==> src/rtl/msi_pkg.sv <==
package msi_pkg;

  typedef enum logic [1:0] {
    LS_INV = 2'd0,
    LS_SHR = 2'd1,
    LS_EXC = 2'd2
  } line_state_e;

  typedef enum logic [1:0] {
    BC_IDLE   = 2'd0,
    BC_RDMISS = 2'd1,
    BC_WRMISS = 2'd2,
    BC_WRBACK = 2'd3
  } bus_cmd_e;

  // State a matching line takes after a peer transaction
  function automatic line_state_e snoop_next(line_state_e cur, logic [1:0] cmd);
    line_state_e nxt;
    nxt = cur;
    if (cmd == BC_WRMISS) nxt = LS_INV;
    else if (cmd == BC_RDMISS && cur == LS_EXC) nxt = LS_SHR;
    return nxt;
  endfunction

  // Whether this cache must hand over its dirty word
  function automatic logic snoop_supplies(line_state_e cur, logic [1:0] cmd);
    return (cur == LS_EXC) && (cmd == BC_RDMISS || cmd == BC_WRMISS);
  endfunction

endpackage

==> src/rtl/msi_line_array.sv <==
module msi_line_array
  import msi_pkg::*;
#(
  parameter int IDX_W  = 3,
  parameter int TAG_W  = 7,
  parameter int DATA_W = 16
) (
  input  logic              clk,
  input  logic              rst_n,
  input  logic [IDX_W-1:0]  pa_idx,
  output line_state_e       pa_state,
  output logic [TAG_W-1:0]  pa_tag,
  output logic [DATA_W-1:0] pa_data,
  input  logic [IDX_W-1:0]  sn_idx,
  output line_state_e       sn_state,
  output logic [TAG_W-1:0]  sn_tag,
  output logic [DATA_W-1:0] sn_data,
  input  logic              sn_we,
  input  line_state_e       sn_new,
  input  logic              pr_we,
  input  logic [IDX_W-1:0]  pr_idx,
  input  line_state_e       pr_state,
  input  logic [TAG_W-1:0]  pr_tag,
  input  logic [DATA_W-1:0] pr_data
);
  localparam int LINES = 1 << IDX_W;

  line_state_e       st_q  [LINES];
  logic [TAG_W-1:0]  tag_q [LINES];
  logic [DATA_W-1:0] dat_q [LINES];

  assign pa_state = st_q[pa_idx];
  assign pa_tag   = tag_q[pa_idx];
  assign pa_data  = dat_q[pa_idx];
  assign sn_state = st_q[sn_idx];
  assign sn_tag   = tag_q[sn_idx];
  assign sn_data  = dat_q[sn_idx];

  // processor update is applied last so it wins on a shared index
  always_ff @(posedge clk or negedge rst_n) begin
    if (!rst_n) begin
      for (int i = 0; i < LINES; i++) st_q[i] <= LS_INV;
    end else begin
      if (sn_we) st_q[sn_idx] <= sn_new;
      if (pr_we) st_q[pr_idx] <= pr_state;
    end
  end

  always_ff @(posedge clk) begin
    if (pr_we) begin
      tag_q[pr_idx] <= pr_tag;
      dat_q[pr_idx] <= pr_data;
    end
  end
endmodule

==> src/rtl/msi_snoop_unit.sv <==
module msi_snoop_unit
  import msi_pkg::*;
#(
  parameter int TAG_W  = 7,
  parameter int DATA_W = 16
) (
  input  logic              snp_valid,
  input  logic [1:0]        snp_cmd,
  input  logic [TAG_W-1:0]  snp_tag,
  input  line_state_e       ln_state,
  input  logic [TAG_W-1:0]  ln_tag,
  input  logic [DATA_W-1:0] ln_data,
  output logic              upd_we,
  output line_state_e       upd_state,
  output logic              supply,
  output logic [DATA_W-1:0] supply_data
);
  logic match;

  assign match       = snp_valid && (ln_state != LS_INV) && (ln_tag == snp_tag);
  assign upd_state   = snoop_next(ln_state, snp_cmd);
  assign upd_we      = match && (upd_state != ln_state);
  assign supply      = match && snoop_supplies(ln_state, snp_cmd);
  assign supply_data = supply ? ln_data : '0;
endmodule

==> src/rtl/msi_proc_fsm.sv <==
module msi_proc_fsm
  import msi_pkg::*;
#(
  parameter int ADDR_W = 10,
  parameter int IDX_W  = 3,
  parameter int DATA_W = 16
) (
  input  logic                    clk,
  input  logic                    rst_n,
  input  logic                    cpu_req,
  input  logic                    cpu_we,
  input  logic [ADDR_W-1:0]       cpu_addr,
  input  logic [DATA_W-1:0]       cpu_wdata,
  output logic                    cpu_ready,
  output logic [DATA_W-1:0]       cpu_rdata,
  input  logic                    snp_valid,
  input  logic [1:0]              snp_cmd,
  input  logic [ADDR_W-1:0]       snp_addr,
  output logic [IDX_W-1:0]        ln_idx,
  input  line_state_e             ln_state,
  input  logic [ADDR_W-IDX_W-1:0] ln_tag,
  input  logic [DATA_W-1:0]       ln_data,
  output logic                    bus_req,
  input  logic                    bus_gnt,
  output bus_cmd_e                bus_cmd,
  output logic [ADDR_W-1:0]       bus_addr,
  output logic [DATA_W-1:0]       bus_wdata,
  input  logic                    fill_valid,
  input  logic [DATA_W-1:0]       fill_data,
  output logic                    pr_we,
  output logic [IDX_W-1:0]        pr_idx,
  output line_state_e             pr_state,
  output logic [ADDR_W-IDX_W-1:0] pr_tag,
  output logic [DATA_W-1:0]       pr_data,
  output logic                    ev_wb_grant
);
  localparam int TAG_W = ADDR_W - IDX_W;

  typedef enum logic [1:0] {P_IDLE, P_WBACK, P_MISS, P_FILL} pst_e;

  pst_e              st_q, st_d;
  logic [ADDR_W-1:0] pa_q;
  logic              pwe_q;
  logic [DATA_W-1:0] pwd_q;
  logic              stale_q, stale_d;
  logic              load;
  logic [ADDR_W-1:0] cur_addr;
  logic [TAG_W-1:0]  cur_tag;
  logic              tag_hit;
  logic              kill;

  assign cur_addr = (st_q == P_IDLE) ? cpu_addr : pa_q;
  assign ln_idx   = cur_addr[IDX_W-1:0];
  assign cur_tag  = cur_addr[ADDR_W-1:IDX_W];
  assign tag_hit  = (ln_state != LS_INV) && (ln_tag == cur_tag);
  // peer write miss on the word whose fill is outstanding
  assign kill     = snp_valid && (snp_cmd == BC_WRMISS) && (snp_addr == pa_q);
  assign ev_wb_grant = bus_req && bus_gnt && (bus_cmd == BC_WRBACK);

  always_comb begin
    st_d      = st_q;
    stale_d   = stale_q;
    load      = 1'b0;
    cpu_ready = 1'b0;
    cpu_rdata = '0;
    bus_req   = 1'b0;
    bus_cmd   = BC_IDLE;
    bus_addr  = pa_q;
    bus_wdata = '0;
    pr_we     = 1'b0;
    pr_idx    = ln_idx;
    pr_state  = LS_INV;
    pr_tag    = cur_tag;
    pr_data   = pwd_q;
    case (st_q)
      P_IDLE: begin
        if (cpu_req && !snp_valid) begin
          if (!cpu_we && tag_hit) begin
            cpu_ready = 1'b1;
            cpu_rdata = ln_data;
          end else if (cpu_we && tag_hit && ln_state == LS_EXC) begin
            cpu_ready = 1'b1;
            pr_we     = 1'b1;
            pr_state  = LS_EXC;
            pr_data   = cpu_wdata;
          end else begin
            load = 1'b1;
            st_d = (ln_state == LS_EXC && !tag_hit) ? P_WBACK : P_MISS;
          end
        end
      end
      P_WBACK: begin
        if (ln_state != LS_EXC) begin
          st_d = P_MISS;   // a snoop already took the dirty victim
        end else begin
          bus_req   = 1'b1;
          bus_cmd   = BC_WRBACK;
          bus_addr  = {ln_tag, ln_idx};
          bus_wdata = ln_data;
          if (bus_gnt) begin
            pr_we    = 1'b1;
            pr_state = LS_INV;
            pr_tag   = ln_tag;
            pr_data  = ln_data;
            st_d     = P_MISS;
          end
        end
      end
      P_MISS: begin
        bus_req = 1'b1;
        bus_cmd = pwe_q ? BC_WRMISS : BC_RDMISS;
        if (bus_gnt) begin
          if (pwe_q) begin
            cpu_ready = 1'b1;
            pr_we     = 1'b1;
            pr_state  = LS_EXC;
            st_d      = P_IDLE;
          end else begin
            stale_d = 1'b0;
            st_d    = P_FILL;
          end
        end
      end
      default: begin
        if (kill) stale_d = 1'b1;
        if (fill_valid) begin
          cpu_ready = 1'b1;
          cpu_rdata = fill_data;
          st_d      = P_IDLE;
          if (!(stale_q || kill)) begin
            pr_we    = 1'b1;
            pr_state = LS_SHR;
            pr_data  = fill_data;
          end
        end
      end
    endcase
  end

  always_ff @(posedge clk or negedge rst_n) begin
    if (!rst_n) begin
      st_q    <= P_IDLE;
      stale_q <= 1'b0;
      pa_q    <= '0;
      pwe_q   <= 1'b0;
      pwd_q   <= '0;
    end else begin
      st_q    <= st_d;
      stale_q <= stale_d;
      if (load) begin
        pa_q  <= cpu_addr;
        pwe_q <= cpu_we;
        pwd_q <= cpu_wdata;
      end
    end
  end
endmodule

==> src/rtl/msi_snoop_ctrl.sv <==
module msi_snoop_ctrl
  import msi_pkg::*;
#(
  parameter int ADDR_W = 10,
  parameter int IDX_W  = 3,
  parameter int DATA_W = 16
) (
  input  logic              clk,
  input  logic              rst_n,
  input  logic              cpu_req,
  input  logic              cpu_we,
  input  logic [ADDR_W-1:0] cpu_addr,
  input  logic [DATA_W-1:0] cpu_wdata,
  output logic              cpu_ready,
  output logic [DATA_W-1:0] cpu_rdata,
  output logic              bus_req,
  input  logic              bus_gnt,
  output logic [1:0]        bus_cmd,
  output logic [ADDR_W-1:0] bus_addr,
  output logic [DATA_W-1:0] bus_wdata,
  input  logic              bus_fill_valid,
  input  logic [DATA_W-1:0] bus_fill_data,
  input  logic              snp_valid,
  input  logic [1:0]        snp_cmd,
  input  logic [ADDR_W-1:0] snp_addr,
  output logic              snp_abort,
  output logic [DATA_W-1:0] snp_data
);
  localparam int TAG_W = ADDR_W - IDX_W;

  logic [IDX_W-1:0]  pa_idx;
  line_state_e       pa_state, sn_state, sn_new, pr_state;
  logic [TAG_W-1:0]  pa_tag, sn_tag, pr_tag;
  logic [DATA_W-1:0] pa_data, sn_data, pr_data;
  logic              sn_we, pr_we;
  logic [IDX_W-1:0]  pr_idx;
  bus_cmd_e          cmd_e;
  logic              ev_wb_grant;

  assign bus_cmd = cmd_e;

  msi_line_array #(.IDX_W(IDX_W), .TAG_W(TAG_W), .DATA_W(DATA_W)) u_lines (
    .clk(clk), .rst_n(rst_n),
    .pa_idx(pa_idx), .pa_state(pa_state), .pa_tag(pa_tag), .pa_data(pa_data),
    .sn_idx(snp_addr[IDX_W-1:0]), .sn_state(sn_state), .sn_tag(sn_tag), .sn_data(sn_data),
    .sn_we(sn_we), .sn_new(sn_new),
    .pr_we(pr_we), .pr_idx(pr_idx), .pr_state(pr_state), .pr_tag(pr_tag), .pr_data(pr_data)
  );

  msi_snoop_unit #(.TAG_W(TAG_W), .DATA_W(DATA_W)) u_snoop (
    .snp_valid(snp_valid), .snp_cmd(snp_cmd), .snp_tag(snp_addr[ADDR_W-1:IDX_W]),
    .ln_state(sn_state), .ln_tag(sn_tag), .ln_data(sn_data),
    .upd_we(sn_we), .upd_state(sn_new), .supply(snp_abort), .supply_data(snp_data)
  );

  msi_proc_fsm #(.ADDR_W(ADDR_W), .IDX_W(IDX_W), .DATA_W(DATA_W)) u_fsm (
    .clk(clk), .rst_n(rst_n),
    .cpu_req(cpu_req), .cpu_we(cpu_we), .cpu_addr(cpu_addr), .cpu_wdata(cpu_wdata),
    .cpu_ready(cpu_ready), .cpu_rdata(cpu_rdata),
    .snp_valid(snp_valid), .snp_cmd(snp_cmd), .snp_addr(snp_addr),
    .ln_idx(pa_idx), .ln_state(pa_state), .ln_tag(pa_tag), .ln_data(pa_data),
    .bus_req(bus_req), .bus_gnt(bus_gnt), .bus_cmd(cmd_e), .bus_addr(bus_addr),
    .bus_wdata(bus_wdata), .fill_valid(bus_fill_valid), .fill_data(bus_fill_data),
    .pr_we(pr_we), .pr_idx(pr_idx), .pr_state(pr_state), .pr_tag(pr_tag), .pr_data(pr_data),
    .ev_wb_grant(ev_wb_grant)
  );
endmodule

==> config.mk <==
export PLATFORM = sky130hd
export DESIGN_NAME = msi_snoop_ctrl
export DESIGN_NICKNAME = d
export VERILOG_FILES = /design/src/rtl/msi_pkg.sv /design/src/rtl/msi_line_array.sv /design/src/rtl/msi_snoop_unit.sv /design/src/rtl/msi_proc_fsm.sv /design/src/rtl/msi_snoop_ctrl.sv
export SDC_FILE = /design/constraint.sdc
export NUM_CORES = 1
export LEC_CHECK = 0
export ABC_AREA = 1
export ABC_CLOCK_PERIOD_IN_PS = 10900
export BUFFER_PORTS_ARGS = -buffer_cell sky130_fd_sc_hd__buf_4
export CAP_MARGIN = 30
export CORE_MARGIN = 1.5
export CORE_UTILIZATION = 65
export DETAILED_ROUTE_END_ITERATION = 10
export PLACE_DENSITY = 0.86
export SLEW_MARGIN = 20
export SYNTH_ARGS = -nofsm -noshare
export SYNTH_HDL_FRONTEND = slang
export SYNTH_HIERARCHICAL = 1
export SYNTH_SLANG_ARGS = --single-unit
==> constraint.sdc <==
create_clock -name clk -period 10.9 [get_ports clk]
set_input_delay 0 -clock clk [delete_from_list [all_inputs] [get_ports clk]]
set_output_delay 0 -clock clk [all_outputs]
set_load 0.005 [all_outputs]
* After elaboration in Yosys (flattened, before gate mapping)
Memories as Yosys holds them, arrays and structs flattened. Index checks and enable logic that the tools add are counted.
Operators by class: magnitude comparators 4, equality and inequality tests 17, multiplexer cells 84, bitwise logic cells 3, reductions and logical operators 30
Operators with widths (count):
- 16-bit 2-to-1 mux | 15
- 2-bit 2-to-1 mux | 25
- 16-bit one-hot mux with 3 select lines | 1
- 16-bit bitwise mux | 2
- 16-bit one-hot mux with 2 select lines | 1
- 10-bit 2-to-1 mux | 3
- 1-bit 2-to-1 mux | 23
- 7-bit 2-to-1 mux | 3
- 1-bit logical AND | 16
- 7-bit == test | 2
- 2-bit binary-select mux with 3-bit select | 2
- 2-bit demux with 3-bit select | 2
- 2-bit != test, second input constant | 6
- 2-bit one-hot mux with 3 select lines | 2
- 10-bit == test | 1
- 2-bit == test, second input constant | 4
- 4-bit greater-or-equal comparator, second input constant | 2
- 4-bit by 1-bit < comparator with 1-bit output, second input constant | 2
- 3-bit inverter with 4-bit output | 2
- 1-bit one-hot mux with 3 select lines | 2
- 6-bit AND reduction | 1
- 2-bit nonzero test | 3
- 2-bit by 1-bit == test with 1-bit output, second input constant | 2
- 1-bit one-hot mux with 2 select lines | 2
- 10 further kinds | 14
Storage, ports and cells: flip-flop bits (word level) 46, bits in writable memories 184, logic and storage cells 153, memories kept 2
Memory list:
- u_lines.dat_q | depth 8, width 16, rd ports 2, clocked after Yosys merged registers in 0, write ports 1, RTL line msi_line_array.sv:30 | logic [DATA_W-1:0] dat_q [LINES];
- u_lines.tag_q | depth 8, width 7, rd ports 2, clocked after Yosys merged registers in 0, write ports 1, RTL line msi_line_array.sv:29 | logic [TAG_W-1:0] tag_q [LINES];

* Depth between registers and ports, before layout
Gate-level depths: netlist (run 1).
depth in word-level cells 16, depth in mapped cells 32, gate-level depth less buffers 25

* Cells and area by module
Netlist (run 1), hierarchy kept.
Modules (own cells, without submodules):
- msi_line_array | instances 1, cells an instance 1392, area an instance 10870.4 µm²
- msi_proc_fsm | instances 1, cells an instance 609, area an instance 3567.2 µm²
- msi_snoop_unit | instances 1, cells an instance 95, area an instance 426.7 µm²

* Least setup slack after synthesis (run 1)
No wires, ideal clock.
path type flip-flop to flip-flop, start point reg u_fsm.st_q[0], end point mem u_lines.dat_q[6][0], enable pin, library setup time 378 ps, data arrival time 4161 ps, data required time 10522 ps, slack 6360 ps, stages on the path, launching flop included 25, path buffers 6, clock period less this slack 4540 ps, path through dfrtp_1 -> inv_1 -> ha_1 -> buf_6 -> buf_2 -> buf_1 -> nand2_1 -> o21ai_0 -> buf_2 -> buf_1 -> nand3_1 -> nand2_1 -> nand2_1 -> nand2_1 -> inv_1 -> nor2_2 -> inv_1 -> nor2_1 -> nand4_1 -> nand3_1 -> nand2_1 -> o21ai_0 -> clkbuf_1 -> nand3_1 -> inv_1
On the way: word-level cells in the longest chain between the ends 16
RTL lines:
- start, declared | RTL line msi_proc_fsm.sv:41 | pst_e st_q, st_d;
- start signal, assigned | RTL line msi_proc_fsm.sv:148 | st_q <= st_d;
- 2-bit logical NOT (*) | RTL line msi_proc_fsm.sv:52 | assign cur_addr = (st_q == P_IDLE) ? cpu_addr : pa_q;
- 10-bit 2-to-1 mux (*) | RTL line msi_proc_fsm.sv:52
- named net pa_idx[1] | RTL line msi_snoop_ctrl.sv:31 | logic [IDX_W-1:0] pa_idx;
- 3-bit inverter with 4-bit output (implied by the code) (*) | RTL line msi_line_array.sv:32 | assign pa_state = st_q[pa_idx];
- 2-bit binary-select mux with 3-bit select (*) | RTL line msi_line_array.sv:32
- 2-bit 2-to-1 mux (implied by the code) (*) (2 in a row) | RTL line msi_line_array.sv:32
- named net pa_state[1] | RTL line msi_snoop_ctrl.sv:32 | line_state_e pa_state, sn_state, sn_new, pr_state;
- 2-bit nonzero test | RTL line msi_proc_fsm.sv:55 | assign tag_hit = (ln_state != LS_INV) && (ln_tag == cur_tag);
- 1-bit logical AND | RTL line msi_proc_fsm.sv:55
- 1-bit logical AND (2 in a row) | RTL line msi_proc_fsm.sv:81 | end else if (cpu_we && tag_hit && ln_state == LS_EXC) begin
- 1-bit 2-to-1 mux | RTL line msi_proc_fsm.sv:81
- 1-bit 2-to-1 mux | RTL line msi_proc_fsm.sv:78 | if (!cpu_we && tag_hit) begin
- 1-bit 2-to-1 mux | RTL line msi_proc_fsm.sv:77 | if (cpu_req && !snp_valid) begin
- 1-bit one-hot mux with 3 select lines (*) | RTL line msi_proc_fsm.sv:75 | case (st_q)
- named net pr_we | RTL line msi_snoop_ctrl.sv:35 | logic sn_we, pr_we;
- 1-bit 2-to-1 mux (*) | RTL line msi_line_array.sv:50 | if (pr_we) begin
- 1-bit 2-to-1 mux (implied by the code) (*) | RTL line msi_line_array.sv:52 | dat_q[pr_idx] <= pr_data;
- end, declared | RTL line msi_line_array.sv:30
The timed path passes the listed nets; every way through them passes the cells marked *. The select of a mux whose other input is x is not followed.

* Worst setup path in the final report (run 1)
start point reg u_fsm.st_q[0], end point mem u_lines.dat_q[3][10], enable pin
Same word-level chain as after synthesis.

==> summary.txt, run 1 <==
Clock network
  • Clock tree from TritonCTS: done
  • Clock buffers created by TritonCTS: 25
  • Number of post-CTS setup repair buffers: 0
  • Buffer levels on the longest clock path: 3
  • Cell at the root of the clock tree: sky130_fd_sc_hd__clkbuf_16
  • Maximum level of the CTS H-tree: 1
  • Worst-skew pair later-pin latency: 0.54 ns
  • Number of sinks handled by clock tree synthesis: 230
  • Post-CTS clock slew at the launch and capture registers of the worst setup and hold paths: ~0.070 ns

Power and ir drop
  • NetSw: 2.22 mW
  • Standby leakage power: 8.38 nW
  • IR drop worst, VDD: roughly 200 uV
  • Relative contribution of sequential cells to total power: 0.300
  • Portion of total power attributed to the clock network: 0.166
  • Share of power burned in combinational logic: 0.534
  • Total power: 4.59 mW
  • Cell Int Power: 2.37 mW
  • Total power divided by cell area: around 270 nW/um^2
  • Switching share of total power: 0.483

Finish
  • Nets@finish: 2260
  • Number of antenna diodes: 0
  • Layout cells sized above 1: 0.107
  • Filler cell count in the final layout: 1663
  • Final instance area: about 17000 sq um
  • Area growth from synthesis to layout: 13.5%

STA
  • Final critical-path required period: around 6 ns
  • Count of final hold-check violations: 0
  • Total negative slack: 0 ns
  • Slew margin rel.: 0.259
  • Clock tree skew after final layout: 0.0198 ns
  • Final period util: 0.549
  • Setup repair after global routing missed its margin: false
  • Transition at the pin with the smallest max-transition slack: 1.11 ns
  • Total of endpoints with negative setup slack in the final report: 0
  • Achievable frequency: 0.167 GHz
  • Slew Viols, Final: 0

Synth
  • Synth Cell Area: 14900 sq um
  • Yosys Warn Count: 6
  • Synth Area per Inst: 7.09 sq um
  • Net Count, Synth: about 2200
  • Gate count of the mapped netlist: 2095

Global route
  • Antenna violations before repair: 0
  • First-pass GRT wire length: 69300 um
  • Global Route Usage Sum: 0.375
  • Pin count of the biggest net entering global routing: 123
  • Number of global-route vias before repair: ~13000
  • Gr ovfl total: 0

Route
  • Starting DRT DRC Count: between 2000 and 2500
  • Total wire length: 45100 um
  • Number of search-and-repair iterations in the first detailed-routing pass: 6
  • DR DRC count: 0
  • Detailed-route vias per instance: 5.79
  • Final routed wire length divided by cell count: 18.1 um
  • Total number of vias: 14434
  • ANT nets after route: 0

Setup path
  • Top cell by count, worst path: sky130_fd_sc_hd__nand2_1
  • Kind of start point of the critical path: flip-flop
  • Maximum fanout count along the critical path: ~60
  • Crit Path Class: flip-flop to flip-flop
  • Cell breakdown of the critical path: inv_1 -> ha_1 -> nand2_1 -> o21ai_4 -> buf_4 -> inv_1 -> buf_8 -> nand2_1 -> nand3_1 -> nand2_1 -> nand2_1 -> nand2_1 -> inv_1 -> nor2_2 -> nand2_1 -> inv_1 -> nand2_1 -> nand3_1 -> nand2_1 -> o21ai_0 -> buf_4 -> nand3_1 -> inv_1 -> buf_8
  • Delay of the slowest critical-path stage: 0.60 ns
  • WP data required: between 10 and 15 ns
  • Worst-path cell with the longest stage delay: sky130_fd_sc_hd__inv_1
  • WP data arrival: around 6.2 ns
  • Type of destination of the critical path: flip-flop

Die
  • Core region area: 22500 sq um
  • DIE AREA: 23800 sq um
  • Die Ht: about 150 um
  • I/O pins: 124
  • Initial core utilization: 0.660
  • Horizontal die dimension: 154 um
  • Num rows: 55

Placement
  • Instance area after placement: 15800 sq um
  • Placer congestion estimate: 0.982
  • Port Buf Inserts: 123
  • Post-DP HPWL: 30100 um

Job
  • Max-capacitance violation count: 0

Min path
  • Hold crit path type: input port to flip-flop

Run status
  • Result of the run: finished clean
repair_timing:
item                                    CTS  global route
endpoints found under the hold margin    81             0
gates resized for setup                   0             0
endpoints found under the setup margin    0             0
hold buffers                             31             0
final timing paths:
| path | from | slack, ns | to | cells past startpoint |
|---|---|---|---|---|
| worst min-delay path | bus_fill_valid | 0.01 | u_fsm/st_q[1]$_DFFE_PN0P_ | 6 |
| max in group asynchronous | rst_n | 10.41 | u_fsm/pwd_q[3]$_DFFE_PN0P_ | 2 |
| worst max register to register | u_fsm/st_q[0]$_DFFE_PN0P_ | 4.92 | u_lines/dat_q[3][10]$_DFFE_PP_ | 24 |
| worst max-delay path | u_fsm/st_q[0]$_DFFE_PN0P_ | 4.92 | u_lines/dat_q[3][10]$_DFFE_PP_ | 24 |
| min in group asynchronous | rst_n | 0.03 | u_lines/st_q[11]$_DFF_PN0_ | 2 |
| worst min register to register | u_fsm/stale_q$_DFFE_PN0P_ | 0.54 | u_fsm/stale_q$_DFFE_PN0P_ | 2 |
area by class of cell:
| type | instances | area [sq um] | area share |
|---|---|---|---|
| Sequential cell | 230 | 6680 | 0.396 |
| Multi-Input combinational cell | 1429 | 6370 | 0.378 |
| Tap cell | 285 | 357 | 0.0211 |
| Timing Repair Buffer | 182 | 1530 | 0.0907 |
| Clock inverter | 17 | 83.8 | 0.00497 |
| Inverter | 325 | 1220 | 0.0724 |
| Clock buffer | 25 | 626 | 0.0371 |
power groups by stage:
stage	registers, mW	clock network [mW]	logic [mW]
after floorplan	1.36	0	1.59
after global placement	1.38	0	2.22
after detailed placement	1.39	0	2.30
after CTS	1.37	0.759	2.33
after global routing	1.39	0.796	2.66
final	1.38	0.764	2.45
per-layer routing:
| layer | track usage | share of wire |
|---|---|---|
| met2 | 0.592 | 0.45 |
| met4 | 0.111 | 0.027 |
| met3 | 0.0611 | 0.13 |
| met1 | 0.537 | 0.39 |
| met5 | 0 | 0 |
placed cells by master, fill, tap and decap left out, drive strengths merged:
master	instances
a2111oi	1
a211oi	16
a21oi	44
a22oi	1
buf	150
clkbuf	26
clkinv	15
clkinvlp	2
dfrtp	46
dlygate4sd3	31
edfxtp	184
ha	6
inv	325
nand2	858
nand3	124
nand3b	1
nand4	19
nor2	145
nor3	2
o211ai	25
o21ai	158
o221ai	1
o22ai	17
or2	1
xnor2	8
xor2	2
sequential cells by signal, indices dropped and copies added (netlist names):
| register | count |
|---|---|
| u_fsm/stale_q | 1 |
| u_lines/st_q | 16 |
| u_lines/tag_q | 56 |
| u_lines/dat_q | 128 |
| u_fsm/st_q | 2 |
| u_fsm/pa_q | 10 |
| u_fsm/pwe_q | 1 |
| u_fsm/pwd_q | 16 |
worst max-delay path, delay by kind of cell, from the launching register on:
kind / cells / cell delay [ns]
adders and majority gates: 1 / 0.26
DFF: 1 / 0.42
buffers and inverters: 9 / 2.82
and+or+nand+nor: 12 / 1.96
AOI/OAI and AO/OA: 2 / 0.15
metrics by stage:
stage	hold WS, ns	instances	setup slack [ns]	utilization
3_5_place_dp	0.0618	2416	4.90	0.701
5_1_grt	0.0807	2493	4.45	0.750
6_report	0.0142	2493	4.92	0.750
2_1_floorplan	-0.296	2095	6.36	-
3_3_place_gp	0.0648	2405	4.67	0.695
4_1_cts	0.00294	2489	4.86	0.746
Note: power is estimated with default switching activity, not from simulation.
==> run 2: changes to the inputs <==
--- a/config.mk
+++ b/config.mk
@@ -6,13 +6,13 @@
 export NUM_CORES = 1
 export LEC_CHECK = 0
 export ABC_AREA = 1
-export ABC_CLOCK_PERIOD_IN_PS = 10900
+export ABC_CLOCK_PERIOD_IN_PS = 6000
 export BUFFER_PORTS_ARGS = -buffer_cell sky130_fd_sc_hd__buf_4
 export CAP_MARGIN = 30
 export CORE_MARGIN = 1.5
-export CORE_UTILIZATION = 65
+export CORE_UTILIZATION = 61
 export DETAILED_ROUTE_END_ITERATION = 10
-export PLACE_DENSITY = 0.86
+export PLACE_DENSITY = 0.81
 export SLEW_MARGIN = 20
 export SYNTH_ARGS = -nofsm -noshare
 export SYNTH_HDL_FRONTEND = slang
==> constraint.sdc (replaced) <==
create_clock -name clk -period 6 [get_ports clk]
set_input_delay 0 -clock clk [delete_from_list [all_inputs] [get_ports clk]]
set_output_delay 0 -clock clk [all_outputs]
set_load 0.005 [all_outputs]
==> run 2 against run 1 <==
  * Final area up 1.9%
  * Cell count grew 1.9%
  * First-iteration DRC count decreased by 13%
  * Die area up 6.4%
  * Fmax increased by 14%
  * Register-to-register slack worse by 4.2 ns
  * Critical path type unchanged
  * Critical endpoint is now u_lines/dat_q[6][11]$_DFFE_PP_
  * Largest cell class unchanged
==> summary.txt, run 2 (synthesized netlist as in run 1, its figures left out) <==
Setup path
  • Critical path buffer and inverter count: 6
  • Maximum fanout count along the critical path: 19
  • Cell breakdown of the critical path: inv_1 -> ha_1 -> o21ai_4 -> inv_1 -> nand2_1 -> nand3_1 -> nand2_1 -> nand2_1 -> nand2_1 -> inv_1 -> nor2_2 -> nand2_1 -> inv_1 -> nand2_1 -> nand3_1 -> nand2_1 -> o21ai_1 -> nand3_1 -> inv_1 -> buf_8
  • Top cell by count, worst path: sky130_fd_sc_hd__nand2_1
  • Worst-path cell with the longest stage delay: sky130_fd_sc_hd__inv_1
  • Delay of the slowest critical-path stage: 0.66 ns
  • Crit path max-delay family: simple AND/OR/NAND/NOR gates
  • Type of destination of the critical path: flip-flop
  • WP data required: 6.23 ns
  • WP data arrival: between 5 and 6 ns
  • Crit Path Class: flip-flop to flip-flop
  • Kind of start point of the critical path: flip-flop

Job
  • Max-capacitance violation count: 0

Route
  • DR DRC count: 0
  • Final routed wire length divided by cell count: roughly 18 um
  • ANT nets after route: 0
  • Total number of vias: 14462
  • Starting DRT DRC Count: 1764
  • Detailed-route vias per instance: about 5.7
  • Number of search-and-repair iterations in the first detailed-routing pass: 6
  • Total wire length: 45300 um

Power and ir drop
  • Standby leakage power: 8.51 nW
  • IR drop worst, VDD: 321 uV
  • Total power divided by cell area: 503 nW/um^2
  • Total power: ~8.6 mW

Finish
  • Top Registers: u_lines/dat_q (128), u_lines/tag_q (56)
  • Nets@finish: ~2300
  • Number of flip-flops under the largest register name: 128
  • Area growth from synthesis to layout: 15.7%
  • Layout cells sized above 1: 0.113
  • Number of antenna diodes: 0
  • Most common library cell in the layout ignoring fill and taps: sky130_fd_sc_hd__nand2_1
  • Commonest cells after routing, fill and taps aside: 851 x sky130_fd_sc_hd__nand2_1, 315 x sky130_fd_sc_hd__inv_1, 184 x sky130_fd_sc_hd__edfxtp_1
  • Most flops, register: u_lines/dat_q
  • Filler cell count in the final layout: 1864
  • Non-filler cells in the finished layout: 2540

Die
  • Die Ht: around 160 um
  • I/O pins: approximately 120
  • Num rows: 56
  • Core region area: 23700 sq um
  • Horizontal die dimension: around 160 um
  • DIE AREA: 25300 sq um
  • Initial core utilization: 0.627

Clock network
  • Clock buffers created by TritonCTS: 25
  • Maximum level of the CTS H-tree: 1
  • Post-CTS clock slew at the launch and capture registers of the worst setup and hold paths: 0.07 ns
  • Clock tree from TritonCTS: done
  • Buffer levels on the longest clock path: 3
  • Number of sinks handled by clock tree synthesis: 230
  • Worst-skew pair later-pin latency: 0.54 ns
  • Cell at the root of the clock tree: sky130_fd_sc_hd__clkbuf_16

Global route
  • Number of global-route vias before repair: roughly 14000
  • Pin count of the biggest net entering global routing: 103
  • Global Route Usage Sum: 0.350
  • First-pass GRT wire length: between 70000 and 80000 um
  • Antenna violations before repair: 0
  • Gr ovfl total: 0

STA
  • Final period util: 0.877
  • Clock tree skew after final layout: 0.0195 ns
  • Worst path setup slack after routing: 0.738 ns
  • Final critical-path required period: 5.26 ns
  • Transition at the pin with the smallest max-transition slack: slightly above 1 ns
  • Slew margin rel.: 0.320
  • Slew Viols, Final: 0
  • Achievable frequency: between 0.15 and 0.2 GHz
  • Count of final hold-check violations: 0
  • Total of endpoints with negative setup slack in the final report: 0
  • Total negative slack: 0 ns
  • Setup repair after global routing missed its margin: false

Placement
  • Post-placement worst setup slack: around 0.93 ns
  • # placed instances: between 2000 and 2500
  • Post-DP HPWL: 29700 um
  • Placer congestion estimate: around 0.96
  • Port Buf Inserts: about 120

Min path
  • Hold crit path type: input port to asynchronous set/reset pin

Run status
  • Result of the run: finished clean
-- run 2: changes by cell type in the layout (fill, tap and decap cells not counted), moves of 2 or more --
| cell | previous run | this run |
|---|---|---|
| sky130_fd_sc_hd__dlygate4sd3_1 | 31 | 36 |
| sky130_fd_sc_hd__bufinv_16 | 0 | 6 |
| sky130_fd_sc_hd__buf_8 | 7 | 1 |
| sky130_fd_sc_hd__clkbuf_8 | 0 | 2 |
| sky130_fd_sc_hd__buf_16 | 2 | 4 |
| sky130_fd_sc_hd__clkbuf_1 | 0 | 2 |
| sky130_fd_sc_hd__buf_4 | 136 | 144 |
| sky130_fd_sc_hd__clkinv_1 | 8 | 0 |
| sky130_fd_sc_hd__inv_2 | 7 | 9 |
| sky130_fd_sc_hd__inv_1 | 317 | 315 |
-- run 2: worst paths after layout --
check | startpoint | to | slack (ns) | depth (start not counted)
min | rst_n | u_lines/st_q[7]$_DFF_PN0_ | 0.03 | 2
max reg2reg | u_fsm/st_q[0]$_DFFE_PN0P_ | u_lines/dat_q[6][11]$_DFFE_PP_ | 0.74 | 20
min in group clk | bus_fill_data[1] | u_lines/dat_q[2][1]$_DFFE_PP_ | 0.14 | 5
min reg2reg | u_fsm/pwe_q$_DFFE_PN0P_ | u_fsm/pwe_q$_DFFE_PN0P_ | 0.53 | 2
max | u_fsm/st_q[0]$_DFFE_PN0P_ | u_lines/dat_q[6][11]$_DFFE_PP_ | 0.74 | 20
max in group asynchronous | rst_n | u_fsm/pwd_q[6]$_DFFE_PN0P_ | 5.46 | 2
-- run 2: cell type report --
| type | count | area [sq um] | area share |
|---|---|---|---|
| clock inverters | 17 | 248 | 0.0144 |
| well taps | 319 | 399 | 0.0232 |
| multi-input cells | 1429 | 6370 | 0.371 |
| clock buffers | 29 | 661 | 0.0384 |
| repair buffers | 191 | 1610 | 0.0938 |
| inverters | 325 | 1220 | 0.0710 |
| flip-flops and latches | 230 | 6680 | 0.388 |
-- run 2: per-layer routing --
metal	wire (um)	GRT usage
met2	20700	0.558
met3	6090	0.0693
met5	0	0
met4	1070	0.108
met1	17400	0.484
-- run 2: stage by stage --
step / utilization / hold WS [ns] / area, sq um
floorplan: - / -0.296 / 14900
global placement: 0.665 / 0.0715 / 15800
detailed placement: 0.671 / 0.0796 / 15900
CTS: 0.725 / 0.0830 / 17200
global route: 0.726 / 0.114 / 17200
finish: 0.726 / 0.0333 / 17200
-- run 2: report_power, final --
group	switching, mW	total [mW]	internal [mW]	leakage [nW]
registers	0.161	2.49	2.33	2.23
clock network	0.663	1.71	1.05	0.446
logic	3.20	4.44	1.23	5.84
total	4.03	8.64	4.61	8.51
-- run 2: timing repair --
action / CTS / global route
setup buffers: 0 / 0
hold buffers: 36 / 0
endpoints found under the hold margin: 79 / 0
resized for setup: 0 / 0
==> run 3: changes to the inputs <==
--- a/config.mk
+++ b/config.mk
@@ -9,12 +9,11 @@
 export ABC_CLOCK_PERIOD_IN_PS = 6000
 export BUFFER_PORTS_ARGS = -buffer_cell sky130_fd_sc_hd__buf_4
 export CAP_MARGIN = 30
+export CORE_ASPECT_RATIO = 0.6
 export CORE_MARGIN = 1.5
-export CORE_UTILIZATION = 61
+export CORE_UTILIZATION = 30
 export DETAILED_ROUTE_END_ITERATION = 10
-export PLACE_DENSITY = 0.81
 export SLEW_MARGIN = 20
 export SYNTH_ARGS = -nofsm -noshare
 export SYNTH_HDL_FRONTEND = slang
-export SYNTH_HIERARCHICAL = 1
 export SYNTH_SLANG_ARGS = --single-unit
==> run 3 against run 2 <==
  * First-iteration DRC count is 11% higher
  * Largest cell class unchanged
  * Critical path depth stayed put
  * Critical endpoint is now u_lines.dat_q[4][13]$_DFFE_PP_
  * Power is 12% lower
  * Clock power is 16% lower
  * Fmax is 6.4% higher
  * Via count is 12% lower
  * Area after synthesis is 12% lower
  * Combinational power is 17% lower
  * Final area is 8.8% lower
==> summary.txt, run 3 <==
Run status
  • Result of the run: finished clean

Power and ir drop
  • Standby leakage power: 6.61 nW
  • IR drop worst, VDD: 244 uV
  • Total power divided by cell area: 483 nW/um^2

Placement
  • Post-DP HPWL: 36300 um
  • Placer congestion estimate: 0.916
  • Instance area after placement: 14600 sq um
  • # placed instances: 2206
  • Port Buf Inserts: 123

Setup path
  • WP data arrival: 5.16 ns
  • RR Endpoint: u_lines.dat_q[4][13]$_DFFE_PP_
  • Maximum fanout count along the critical path: 25
  • Number of cells traversed by the worst register-to-register path: 20
  • Crit Path Class: flip-flop to flip-flop
  • Kind of start point of the critical path: flip-flop
  • Worst-case register-to-register setup slack: about 1.1 ns
  • Startpoint of the lowest-slack register-to-register path: u_fsm.st_q[0]$_DFFE_PN0P_
  • WP data required: about 6.2 ns
  • Type of destination of the critical path: flip-flop

Synth
  • Adder-cell area share of the yosys netlist: 0.00577
  • Net Count, Synth: 1619
  • Most used DFF post-synth: sky130_fd_sc_hd__edfxtp_1
  • Top cell types by occurrence after synthesis: 449 x sky130_fd_sc_hd__nand2_1, 184 x sky130_fd_sc_hd__edfxtp_1, 131 x sky130_fd_sc_hd__inv_1, 125 x sky130_fd_sc_hd__nor2_1, 111 x sky130_fd_sc_hd__nand3_1
  • Fraction of the mapped netlist area in compound gates: 0.154
  • Yosys Warn Count: 0
  • Leading area contributor after synthesis: sky130_fd_sc_hd__edfxtp_1
  • Gate count of the mapped netlist: ~1600
  • Area share of the largest cell type after synthesis: 0.424
  • Synth Cell Area: 13000 sq um
  • Simple-gate share of the synthesized area: 0.253
  • Dominant combinational cell family by area after synthesis: simple AND/OR/NAND/NOR gates
  • Synth Area per Inst: about 8.4 sq um
  • Most common cell in the synthesized netlist: sky130_fd_sc_hd__nand2_1
  • XOR/XNOR share of the synthesized area: 0.00202
  • Cell types occupying the most area after synthesis: sky130_fd_sc_hd__edfxtp_1 42%, sky130_fd_sc_hd__nand2_1 13%, sky130_fd_sc_hd__dfrtp_1 8.8%
  • Post-synth EDFFs: 184
  • Yosys cell types: between 40 and 50
  • Mux share of post-synthesis cell area: 0
  • Proportion of register bits with asynchronous set or reset after synthesis: 0.200
  • Flop and latch count out of synthesis: 230
  • Fraction of the yosys area taken by sequential cells: 0.513

Route
  • Total number of vias: 12735
  • Starting DRT DRC Count: just under 2000
  • ANT nets after route: 0
  • Detailed-route vias per instance: 5.59
  • Total wire length: just over 50000 um
  • Number of search-and-repair iterations in the first detailed-routing pass: 6
  • Final routed wire length divided by cell count: 22.7 um
  • DR DRC count: 0

STA
  • Count of final hold-check violations: 0
  • Total of endpoints with negative setup slack in the final report: 0
  • Setup repair after global routing missed its margin: false
  • Slew margin rel.: 0.331
  • Clock tree skew after final layout: 0.0141 ns
  • Slew Viols, Final: 0
  • Final period util: 0.825
  • Achievable frequency: 0.202 GHz
  • Total negative slack: 0 ns
  • Final critical-path required period: 4.95 ns
  • Transition at the pin with the smallest max-transition slack: 0.993 ns
  • Worst slack on hold paths: ~0.052 ns

Global route
  • Gr ovfl total: 0
  • Met1 GRT Util: 0.351
  • Routing layer with the top usage in global route: met1
  • Pin count of the biggest net entering global routing: 56
  • Antenna violations before repair: 1
  • Met2 demand-to-capacity share in global routing: 0.302
  • First-pass GRT wire length: 75200 um
  • Global Route Usage Sum: 0.227
  • Number of global-route vias before repair: 11310
  • Grt met3 use: 0.0624

Die
  • Initial core utilization: 0.308
  • Die Ht: 164 um
  • DIE AREA: 44700 sq um
  • Num rows: 58
  • Core region area: 42300 sq um
  • Horizontal die dimension: 272 um
  • I/O pins: 124

Clock network
  • Post-CTS clock slew at the launch and capture registers of the worst setup and hold paths: about 0.070 ns
  • Maximum level of the CTS H-tree: 1
  • Cell at the root of the clock tree: sky130_fd_sc_hd__clkbuf_16
  • Buffer levels on the longest clock path: 3
  • Clock buffers created by TritonCTS: 23
  • Worst-skew pair later-pin latency: 0.54 ns
  • Clock tree from TritonCTS: done
  • Number of sinks handled by clock tree synthesis: 230

Finish
  • Number of flip-flops under the largest register name: 128
  • Most common library cell in the layout ignoring fill and taps: sky130_fd_sc_hd__nand2_1
  • Finished Core Util: 0.370
  • Nets@finish: 1758
  • Commonest cells after routing, fill and taps aside: 449 x sky130_fd_sc_hd__nand2_1, 184 x sky130_fd_sc_hd__edfxtp_1, 159 x sky130_fd_sc_hd__buf_4
  • Area growth from synthesis to layout: 20.4%
  • Layout cells sized above 1: 0.146
  • Top Registers: u_lines.dat_q (128), u_lines.tag_q (56)
  • Final instance area: 15700 sq um
  • Non-filler cells in the finished layout: 2278
  • Most flops, register: u_lines.dat_q

Min path
  • Hold crit path type: input port to asynchronous set/reset pin

Job
  • Max-capacitance violation count: 0
## run 3: kinds of logic after synthesis
| logic type | after synthesis |
|---|---|
| xor gates and xnor gates | 3 |
| and+or+nand+nor | 765 |
| buffers and inverters | 221 |
| DFF | 230 |
| AOI/OAI and AO/OA | 327 |
| adders and majority gates | 6 |
## run 3: final cells by class
| class | count | area (sq um) |
|---|---|---|
| diodes | 1 | 2.50 |
| clock buffers | 27 | 611 |
| clock inverters | 14 | 109 |
| fillers | 4223 | 26600 |
| inverters | 141 | 534 |
| multi-input cells | 1101 | 5460 |
| flip-flops and latches | 230 | 6680 |
| well taps | 570 | 713 |
| repair buffers | 194 | 1560 |
## run 3: worst max-delay path by stage
stage,startpoint,endpoint,slack [ns]
finish,u_fsm.st_q[0]$_DFFE_PN0P_,u_lines.dat_q[4][13]$_DFFE_PP_,1.05
global route,u_fsm.st_q[0]$_DFFE_PN0P_,u_lines.dat_q[4][1]$_DFFE_PP_,0.68
CTS,u_fsm.st_q[0]$_DFFE_PN0P_,u_lines.dat_q[4][13]$_DFFE_PP_,1.14
detailed placement,u_fsm.st_q[0]$_DFFE_PN0P_,u_lines.dat_q[4][7]$_DFFE_PP_,1.18
global placement,u_fsm.st_q[0]$_DFFE_PN0P_,u_lines.dat_q[4][7]$_DFFE_PP_,1.28
floorplan,u_fsm.st_q[0]$_DFFE_PN0P_,u_lines.dat_q[0][0]$_DFFE_PP_,1.96
## run 3: report_power, final
| group | internal (mW) | leakage (nW) | switching (mW) |
|---|---|---|---|
| Sequential | 2.26 | 2.26 | 0.187 |
| Clock | 0.775 | 0.345 | 0.659 |
| Combinational | 0.934 | 4.01 | 2.75 |
| Total | 3.97 | 6.61 | 3.59 |
## run 3: critical path, cell delays in order, from the launching register on
cell and delay, ns:
sky130_fd_sc_hd__dfrtp_1 0.40, sky130_fd_sc_hd__inv_1 0.10, sky130_fd_sc_hd__ha_2 0.42, sky130_fd_sc_hd__inv_6 0.12, sky130_fd_sc_hd__nand2_1 0.08, sky130_fd_sc_hd__nand2_1 0.38
sky130_fd_sc_hd__nor2_2 0.41, sky130_fd_sc_hd__nand3_1 0.12, sky130_fd_sc_hd__nand2_1 0.11, sky130_fd_sc_hd__nor2_1 0.07, sky130_fd_sc_hd__nand2_1 0.06, sky130_fd_sc_hd__nand3_1 0.07
sky130_fd_sc_hd__nor2_1 0.10, sky130_fd_sc_hd__nand2_1 0.13, sky130_fd_sc_hd__nor2_4 0.10, sky130_fd_sc_hd__buf_4 0.28, sky130_fd_sc_hd__nand4_1 0.14, sky130_fd_sc_hd__nand2_2 0.26
sky130_fd_sc_hd__nand2_4 0.28, sky130_fd_sc_hd__a21oi_2 0.62, sky130_fd_sc_hd__buf_4 0.37
## run 3: stage by stage
step | worst slack (ns) | power, mW
after global placement | 1.28 | 5.89
after detailed placement | 1.18 | 5.95
final | 1.05 | 7.56
after CTS | 1.14 | 7.39
after floorplan | 1.96 | 4.51
after global routing | 0.676 | 7.88
## run 3: timing repair
action                    in CTS  in global routing
setup buffers                  0                  0
hold buffers                  29                  0
hold endpoints to repair      74                  0
gates resized for setup        0                  0
## run 3: routing by layer
layer	part of all wire	vias to the layer above
met5	0	-
met4	0.024	0
met3	0.13	82
met2	0.39	896
met1	0.45	6073
li1	-	5684
